## config.mk

```make
export PLATFORM = sky130hd
export DESIGN_NAME = interval_flag_timer
export DESIGN_NICKNAME = d
export VERILOG_FILES = /design/src/rtl/tmr_pkg.sv /design/src/rtl/mcyc_divider.sv /design/src/rtl/cycle_prescaler.sv /design/src/rtl/tmr_flag_ctrl.sv /design/src/rtl/interval_flag_timer.sv
export SDC_FILE = /design/constraint.sdc
export NUM_CORES = 1
export LEC_CHECK = 0
export BUFFER_PORTS_ARGS = -buffer_cell sky130_fd_sc_hd__buf_2
export CORE_UTILIZATION = 49
export DETAILED_ROUTE_END_ITERATION = 10
export GPL_TIMING_DRIVEN = 1
export PLACE_DENSITY = 0.85
export SLEW_MARGIN = 20
export SYNTH_ARGS = -nofsm -noshare
export SYNTH_HDL_FRONTEND = slang
export SYNTH_SLANG_ARGS = --single-unit
```

## constraint.sdc

```tcl
create_clock -name clk_i -period 1.9 [get_ports clk_i]
set_clock_uncertainty 0.05 [all_clocks]
set_input_delay 0.38 -clock clk_i [delete_from_list [all_inputs] [get_ports clk_i]]
set_output_delay 0.38 -clock clk_i [all_outputs]
set_load 0.1 [all_outputs]
```

## src/rtl/tmr_pkg.sv

```systemverilog
// Package: shared defaults and the flag-update action type for the interval timer.
// Assumes: consumers take widths from parameters that default to these values.
package tmr_pkg;
    parameter int unsigned MCYC_CLKS_DEF = 6;   // input clocks per machine cycle
    parameter int unsigned PRESC_W_DEF   = 7;   // prescaler width in bits
    parameter int unsigned VREG_W_DEF    = 4;   // control register width

    // Next-state choice for the request flag
    typedef enum logic [1:0] {
        FLAG_HOLD = 2'd0,
        FLAG_SET  = 2'd1,
        FLAG_CLR  = 2'd2
    } flag_act_e;
endpackage

```

## src/rtl/mcyc_divider.sv

```systemverilog
// Module: mcyc_divider
// Divides the input clock into machine cycles. mcyc_stb_o is high for one
// clock at the end of every MCYC_CLKS clocks.
// Assumes: MCYC_CLKS >= 2; synchronous active-low reset.
module mcyc_divider #(
    parameter int unsigned MCYC_CLKS = tmr_pkg::MCYC_CLKS_DEF
) (
    input  logic clk_i,
    input  logic rst_ni,
    output logic mcyc_stb_o
);
    localparam int unsigned DIV_W = (MCYC_CLKS > 1) ? $clog2(MCYC_CLKS) : 1;
    localparam logic [DIV_W-1:0] LAST = DIV_W'(MCYC_CLKS - 1);

    logic [DIV_W-1:0] div_q;

    // Count input clocks modulo MCYC_CLKS
    always_ff @(posedge clk_i) begin
        if (!rst_ni) begin
            div_q <= '0;
        end else if (div_q == LAST) begin
            div_q <= '0;
        end else begin
            div_q <= div_q + DIV_W'(1);
        end
    end

    // Strobe on the final clock of each machine cycle
    always_comb begin
        mcyc_stb_o = (div_q == LAST);
    end
endmodule

```

## src/rtl/cycle_prescaler.sv

```systemverilog
// Module: cycle_prescaler
// A free-running PRESC_W-bit counter of machine-cycle strobes. expire_o is a
// single-clock strobe when the counter wraps from all ones to zero.
// Assumes: mcyc_stb_i is a one-clock strobe; synchronous active-low reset.
module cycle_prescaler #(
    parameter int unsigned PRESC_W = tmr_pkg::PRESC_W_DEF
) (
    input  logic clk_i,
    input  logic rst_ni,
    input  logic mcyc_stb_i,
    output logic expire_o
);
    logic [PRESC_W-1:0] presc_q;

    // Advance one step per machine cycle and wrap naturally
    always_ff @(posedge clk_i) begin
        if (!rst_ni) begin
            presc_q <= '0;
        end else if (mcyc_stb_i) begin
            presc_q <= presc_q + PRESC_W'(1);
        end
    end

    // Expiry: the last machine cycle of a full prescaler span
    always_comb begin
        expire_o = mcyc_stb_i && (&presc_q);
    end
endmodule

```

## src/rtl/tmr_flag_ctrl.sv

```systemverilog
// Module: tmr_flag_ctrl
// Holds the timer request flag, the control register and the recheck pulse.
// An expiry takes priority over a poll on the same edge. skip_o is the
// flag as seen by a poll in the current cycle.
// Assumes: expire_i is a one-clock strobe; synchronous active-low reset.
module tmr_flag_ctrl
    import tmr_pkg::*;
#(
    parameter int unsigned VREG_W = VREG_W_DEF
) (
    input  logic              clk_i,
    input  logic              rst_ni,
    input  logic              expire_i,
    input  logic              skip_test_i,
    input  logic              v_wr_i,
    input  logic [VREG_W-1:0] v_data_i,
    output logic              flag_o,
    output logic              skip_o,
    output logic              irq_req_o,
    output logic              recheck_o,
    output logic [VREG_W-1:0] v_reg_o
);
    flag_act_e         act;
    logic              flag_q;
    logic              recheck_q;
    logic [VREG_W-1:0] v_q;

    // Choose the flag action; an expiry outranks a clearing poll
    always_comb begin
        if (expire_i) begin
            act = FLAG_SET;
        end else if (skip_test_i) begin
            act = FLAG_CLR;
        end else begin
            act = FLAG_HOLD;
        end
    end

    // Flag register
    always_ff @(posedge clk_i) begin
        if (!rst_ni) begin
            flag_q <= 1'b0;
        end else begin
            unique case (act)
                FLAG_SET: flag_q <= 1'b1;
                FLAG_CLR: flag_q <= 1'b0;
                default:  flag_q <= flag_q;
            endcase
        end
    end

    // Control register loaded from the accumulator
    always_ff @(posedge clk_i) begin
        if (!rst_ni) begin
            v_q <= '0;
        end else if (v_wr_i) begin
            v_q <= v_data_i;
        end
    end

    // Recheck pulse after any event that may change the interrupt picture
    always_ff @(posedge clk_i) begin
        if (!rst_ni) begin
            recheck_q <= 1'b0;
        end else begin
            recheck_q <= expire_i || v_wr_i;
        end
    end

    // Outputs
    always_comb begin
        flag_o    = flag_q;
        skip_o    = skip_test_i && flag_q;
        irq_req_o = flag_q && v_q[0];
        recheck_o = recheck_q;
        v_reg_o   = v_q;
    end
endmodule

```

## src/rtl/interval_flag_timer.sv

```systemverilog
// Module: interval_flag_timer (top)
// Free-running interval timer: clock divider -> prescaler -> request flag.
// Assumes: synchronous active-low reset; one poll and one register write at most per clock.
module interval_flag_timer #(
    parameter int unsigned MCYC_CLKS = tmr_pkg::MCYC_CLKS_DEF,
    parameter int unsigned PRESC_W   = tmr_pkg::PRESC_W_DEF,
    parameter int unsigned VREG_W    = tmr_pkg::VREG_W_DEF
) (
    input  logic              clk_i,
    input  logic              rst_ni,
    input  logic              v_wr_i,
    input  logic [VREG_W-1:0] v_data_i,
    input  logic              skip_test_i,
    output logic              tmr_flag_o,
    output logic              irq_req_o,
    output logic              recheck_o,
    output logic              skip_o,
    output logic [VREG_W-1:0] v_reg_o
);
    logic mcyc_stb;
    logic expire_stb;

    // Machine-cycle divider
    mcyc_divider #(.MCYC_CLKS(MCYC_CLKS)) div_i (
        .clk_i      (clk_i),
        .rst_ni     (rst_ni),
        .mcyc_stb_o (mcyc_stb)
    );

    // Machine-cycle prescaler
    cycle_prescaler #(.PRESC_W(PRESC_W)) presc_i (
        .clk_i      (clk_i),
        .rst_ni     (rst_ni),
        .mcyc_stb_i (mcyc_stb),
        .expire_o   (expire_stb)
    );

    // Flag, control register and recheck pulse
    tmr_flag_ctrl #(.VREG_W(VREG_W)) ctrl_i (
        .clk_i       (clk_i),
        .rst_ni      (rst_ni),
        .expire_i    (expire_stb),
        .skip_test_i (skip_test_i),
        .v_wr_i      (v_wr_i),
        .v_data_i    (v_data_i),
        .flag_o      (tmr_flag_o),
        .skip_o      (skip_o),
        .irq_req_o   (irq_req_o),
        .recheck_o   (recheck_o),
        .v_reg_o     (v_reg_o)
    );
endmodule

```

==> Word-level counts from Yosys, hierarchy flattened <==
Cells that the tools add are included.
{ "totals": {"reg_bits": 16, "latch_bits": 0, "ramBits": 0, "mem_bits_ro": 0, "in_bits": 8, "out_inout_bits": 8, "word_cells": 21, "mem_count": 0} }
{ "classes": {"add_sub_neg": 2, "n_mul": 0, "div": 0, "magnitude_cmp": 0, "eq_ne": 3, "shifts": 0, "n_mux": 3, "bitwise": 1, "reduce_logical": 7} }
{ "ops": {"columns": ["op", "n"], "rows": [
  ["$add A7 B1 Y7 const B", 1],
  ["$reduce_and A7 Y1", 1],
  ["$mux W2", 2],
  ["$add A3 B1 Y3 const B", 1],
  ["$eq A3 B3 Y1 const B", 1],
  ["$logic_and A1 B1 Y1", 3],
  ["$eq A2 B1 Y1 const B", 1],
  ["$eq A2 B2 Y1 const B", 1],
  ["$pmux W1 S2", 1],
  ["$reduce_bool A2 Y1", 1],
  ["$reduce_or A2 Y1", 1],
  ["$logic_or A1 B1 Y1", 1],
  ["$not A1 Y1", 1]
]} }

==> Logic depth before layout (Yosys ltp) <==
{ "depth": {"word_depth": 5, "mapped_depth": 5, "ltp_nobuf": 5} }

==> Modules after synthesis <==
Synthesis repeated with hierarchy kept, for this count alone.
{ "unflattened": {"hier_cells": 66, "area_unflattened_um2": 691.9} }
{ "modules_own_cells": {"columns": ["mod", "n_inst", "cells_each", "area_each_um2"], "rows": [
  ["cycle_prescaler", 1, 33, 321.6],
  ["tmr_flag_ctrl", 1, 20, 230.2],
  ["mcyc_divider", 1, 13, 140.1]
]} }

==> Least setup slack after synthesis <==
Ideal clock, no wire load.
{ "synth_timing": {"kind": "register to output", "startpoint": "register ctrl_i.flag_q, in the netlist ctrl_i.flag_o", "endpoint": "output port skip_o", "arrival_ps": 1818, "path_slack_ps": -348, "stages_incl_launch_ff": 2, "n_path_buf": 0, "cell_sequence": "dfxtp_1 and2_1"} }
{ "synth_between": {"elab_chain_len": 1} }
{ "synth_rtl": {"columns": ["item", "line", "rtl"], "rows": [
  ["start: declaration", "tmr_flag_ctrl.sv:24", "logic flag_q;"],
  ["start signal: assignment", "tmr_flag_ctrl.sv:47", "default: flag_q <= flag_q;"],
  ["$logic_and A1 B1 Y1", "tmr_flag_ctrl.sv:73", "skip_o = skip_test_i && flag_q;"],
  ["end: declaration", "interval_flag_timer.sv:17", "output logic skip_o,"]
]} }
No other way between the ends.

==> Worst setup path after layout <==
{ "layout_timing": {"startpoint": "register ctrl_i.flag_q, in the netlist ctrl_i.flag_o", "endpoint": "output port irq_req_o"} }
{ "layout_between": {"elab_chain_len": 1} }
{ "layout_rtl": {"columns": ["item", "line", "rtl"], "rows": [
  ["$logic_and A1 B1 Y1", "tmr_flag_ctrl.sv:74", "irq_req_o = flag_q && v_q[0];"],
  ["end: declaration", "interval_flag_timer.sv:15", "output logic irq_req_o,"]
]} }
No other way between the ends.

==> results.md <==
- PostCTS Resize Cnt: 0
- Synth Instances: 70
- DR pass1 iterations: 2
- Syn Nets: 81
- Final HPWL DP: around 850 microns
- Yosys Warn Count: 0
- Number of global-route vias before repair: about 480
- Largest net degree at the start of global routing: 18
- Pre-CTS setup slack: ~460 ps
- Setup slack after layout: between 300 and 400 ps
- IO buf count: 15
- Synthesized area: roughly 700 sq um
- Core ar.: around 0.0013 sq mm
- Yosys reg bits: 16
- First-pass GRT wire length: around 1900 microns
- Crit path from: ctrl_i.flag_o
- Clock buffer depth: 2
- Die height: 39.3 microns
- CP Max Fanout: 4
- Post-CTS Setup Repair Bufs: 0
- H-tree depth: 1
- CTS buffer count: 3
- Max_cap viols: 0
- Number of DRC violations after detailed-routing iteration 0: 2
- Layout area overhead: 18.7%
- Via/cell ratio: around 5.3
- Fill count: between 100 and 150
- Worst R2R Setup Slack: 430 ps
- Min-delay src: v_data_i[0]
- Die X: slightly below 40 microns
- Critical path type: reg2out
- EDFF count, synth: 0
- RSZ-0062 raised after global routing: false
- Clock transition at path regs: around 90 ps
- Clk_lat worst skew: 290 ps
- Fmax: between 600 and 700 MHz
- Required @ worst endpoint: 1470 ps
- Num ports: 16
- Nets: 99
- CP arrival: around 1200 ps
- CP startpoint kind: register
- Worst r2r path cells: 4
- Leakage: 0.351 nW
- Share of layout cells above drive strength 1: between 20 and 30%
- Min-Delay Path Class: in2reg
- Final Max Slew Viols: 0
- Clock sinks: 16
- Reg-to-Reg End: ctrl_i.flag_o
- Final cycle utilization of the critical path: a little over four fifths
- Reg-to-reg critical path startpoint: div_i.div_q[0]
- Setup violations, final: 0
- FP Rows: 13
- CP Capture Type: output port
- Remaining global-route overflow: 0
- Synth area leaders: dfxtp_1 (47%), mux2i_1 (7.4%), ha_1 (5.5%)
- Number of antenna violations at the first check in global routing: 0
- Antenna Nets Post-Route: 0
- Hold depth: 3
- DR vias: about 540
- Yosys top cell area share: 47.1%
- CTS tree: built
- Hold Violations, Final: 0
- Routed WL: ~1200 microns
- Post-synth top area cell: dfxtp_1
- Post-synth ARST share: 0%
- Max-slew headroom: between 60 and 70%
- Syn avg cell area: 9.72 sq um
- Hold path endpoint: ctrl_i.v_reg_o[0]
- Initial core utilization: 52.3%
- Most common cell in the netlist: dfxtp_1
- Fin crit period: approximately 1600 ps
- Outcome: complete, no violations
- GR Util All Layers: between 10% and 20%
- Power per cell area: 829 mW/mm^2
- WL/cell: ~12 microns
- Worst-Margin Slew: 485 ps
- Root Driver: clkbuf_4
- Register area share after synthesis: between 40% and 50%
- Ant diodes: 0
- Die area: approximately 0.0015 sq mm
- Commonest cells post-synth: dfxtp_1 (16), nand2_1 (8), mux2i_1 (5), nor2b_1 (5)
- Post-synth cell types: 25
- Maximum vdd drop: approximately 0.50 mV
- DRC violations left: 0
- Top FF cell, synth: dfxtp_1
- Hold buffer count at CTS: 0
- Final total negative setup slack: 0 ps
- GPL Wtd Cong: between 0.6 and 0.7
==> how the worst max path moves through the flow <==
stage                          to  slack [ps]  depth (start not counted)
floorplan                  skip_o         240                          1
global placement           skip_o         480                          3
detailed placement  ctrl_i.flag_o         460                          4
CTS                     irq_req_o         290                          2
global route               skip_o         260                          2
finish                  irq_req_o         310                          2
==> sequential cells by signal (all words and copies together), names as in the netlist <==
| name | count |
|---|---|
| ctrl_i.flag_o | 1 |
| ctrl_i.recheck_o | 1 |
| ctrl_i.v_reg_o | 4 |
| div_i.div_q | 3 |
| presc_i.presc_q | 7 |
==> cells in the final DEF, fill, tap and decap left out, types with 3 or more instances in the layout <==
| cell | instances |
|---|---|
| clkbuf_4 | 3 |
| dfxtp_1 | 14 |
| nor2b_1 | 5 |
| inv_1 | 3 |
| nand2_1 | 8 |
| mux2i_1 | 5 |
| buf_2 | 15 |
| o21a_1 | 4 |
| ha_1 | 3 |
==> stage by stage <==
step	instances	power, mW	util (%)	instance area [sq um]	hold WS [ps]
final	102	0.670	62.1	808	299
after global placement	98	0.451	59.3	772	385
after CTS	102	0.680	62.1	808	295
after global routing	102	0.698	62.1	808	317
after floorplan	70	0.435	-	686	371
after detailed placement	98	0.455	59.3	772	418
==> cells by family after synthesis <==
group | count (synthesis) | synth area share [%]
adders and majority gates | 3 | 5.52
xor gates and xnor gates | 2 | 2.57
DFF | 16 | 47.1
muxes | 5 | 7.35
and+or+nand+nor | 29 | 23.5
AOI/OAI and AO/OA | 10 | 11.2
buffers and inverters | 5 | 2.76
==> power breakdown <==
| part | internal, mW | total, mW | switching, mW |
|---|---|---|---|
| clock | 0.117 | 0.223 | 0.106 |
| combinational | 0.0248 | 0.0925 | 0.0677 |
| sequential | 0.347 | 0.355 | 0.00720 |
==> critical path, cell delays in order (launching register included) <==
cell and delay (ps):
dfxtp_2 340, and2_2 130, buf_2 410
==> final cells by class <==
type / count / area, sq um / area share [%]
Tap cell: 15 / 18.8 / 2.32
Sequential cell: 16 / 323 / 39.9
Timing Repair Buffer: 15 / 75.1 / 9.29
Inverter: 3 / 11.3 / 1.39
Clock buffer: 4 / 36.3 / 4.49
Multi-Input combinational cell: 49 / 344 / 42.6
==> routing by layer <==
layer  routed length, microns  GRT usage [%]  vias up
met5                        0              0        -
met4                       28           12.9        0
met3                       31           5.11        4
met2                      666           36.3        5
met1                      485           18.3      253
li1                         -              -      277
Note: power is estimated with default switching activity, not from simulation.
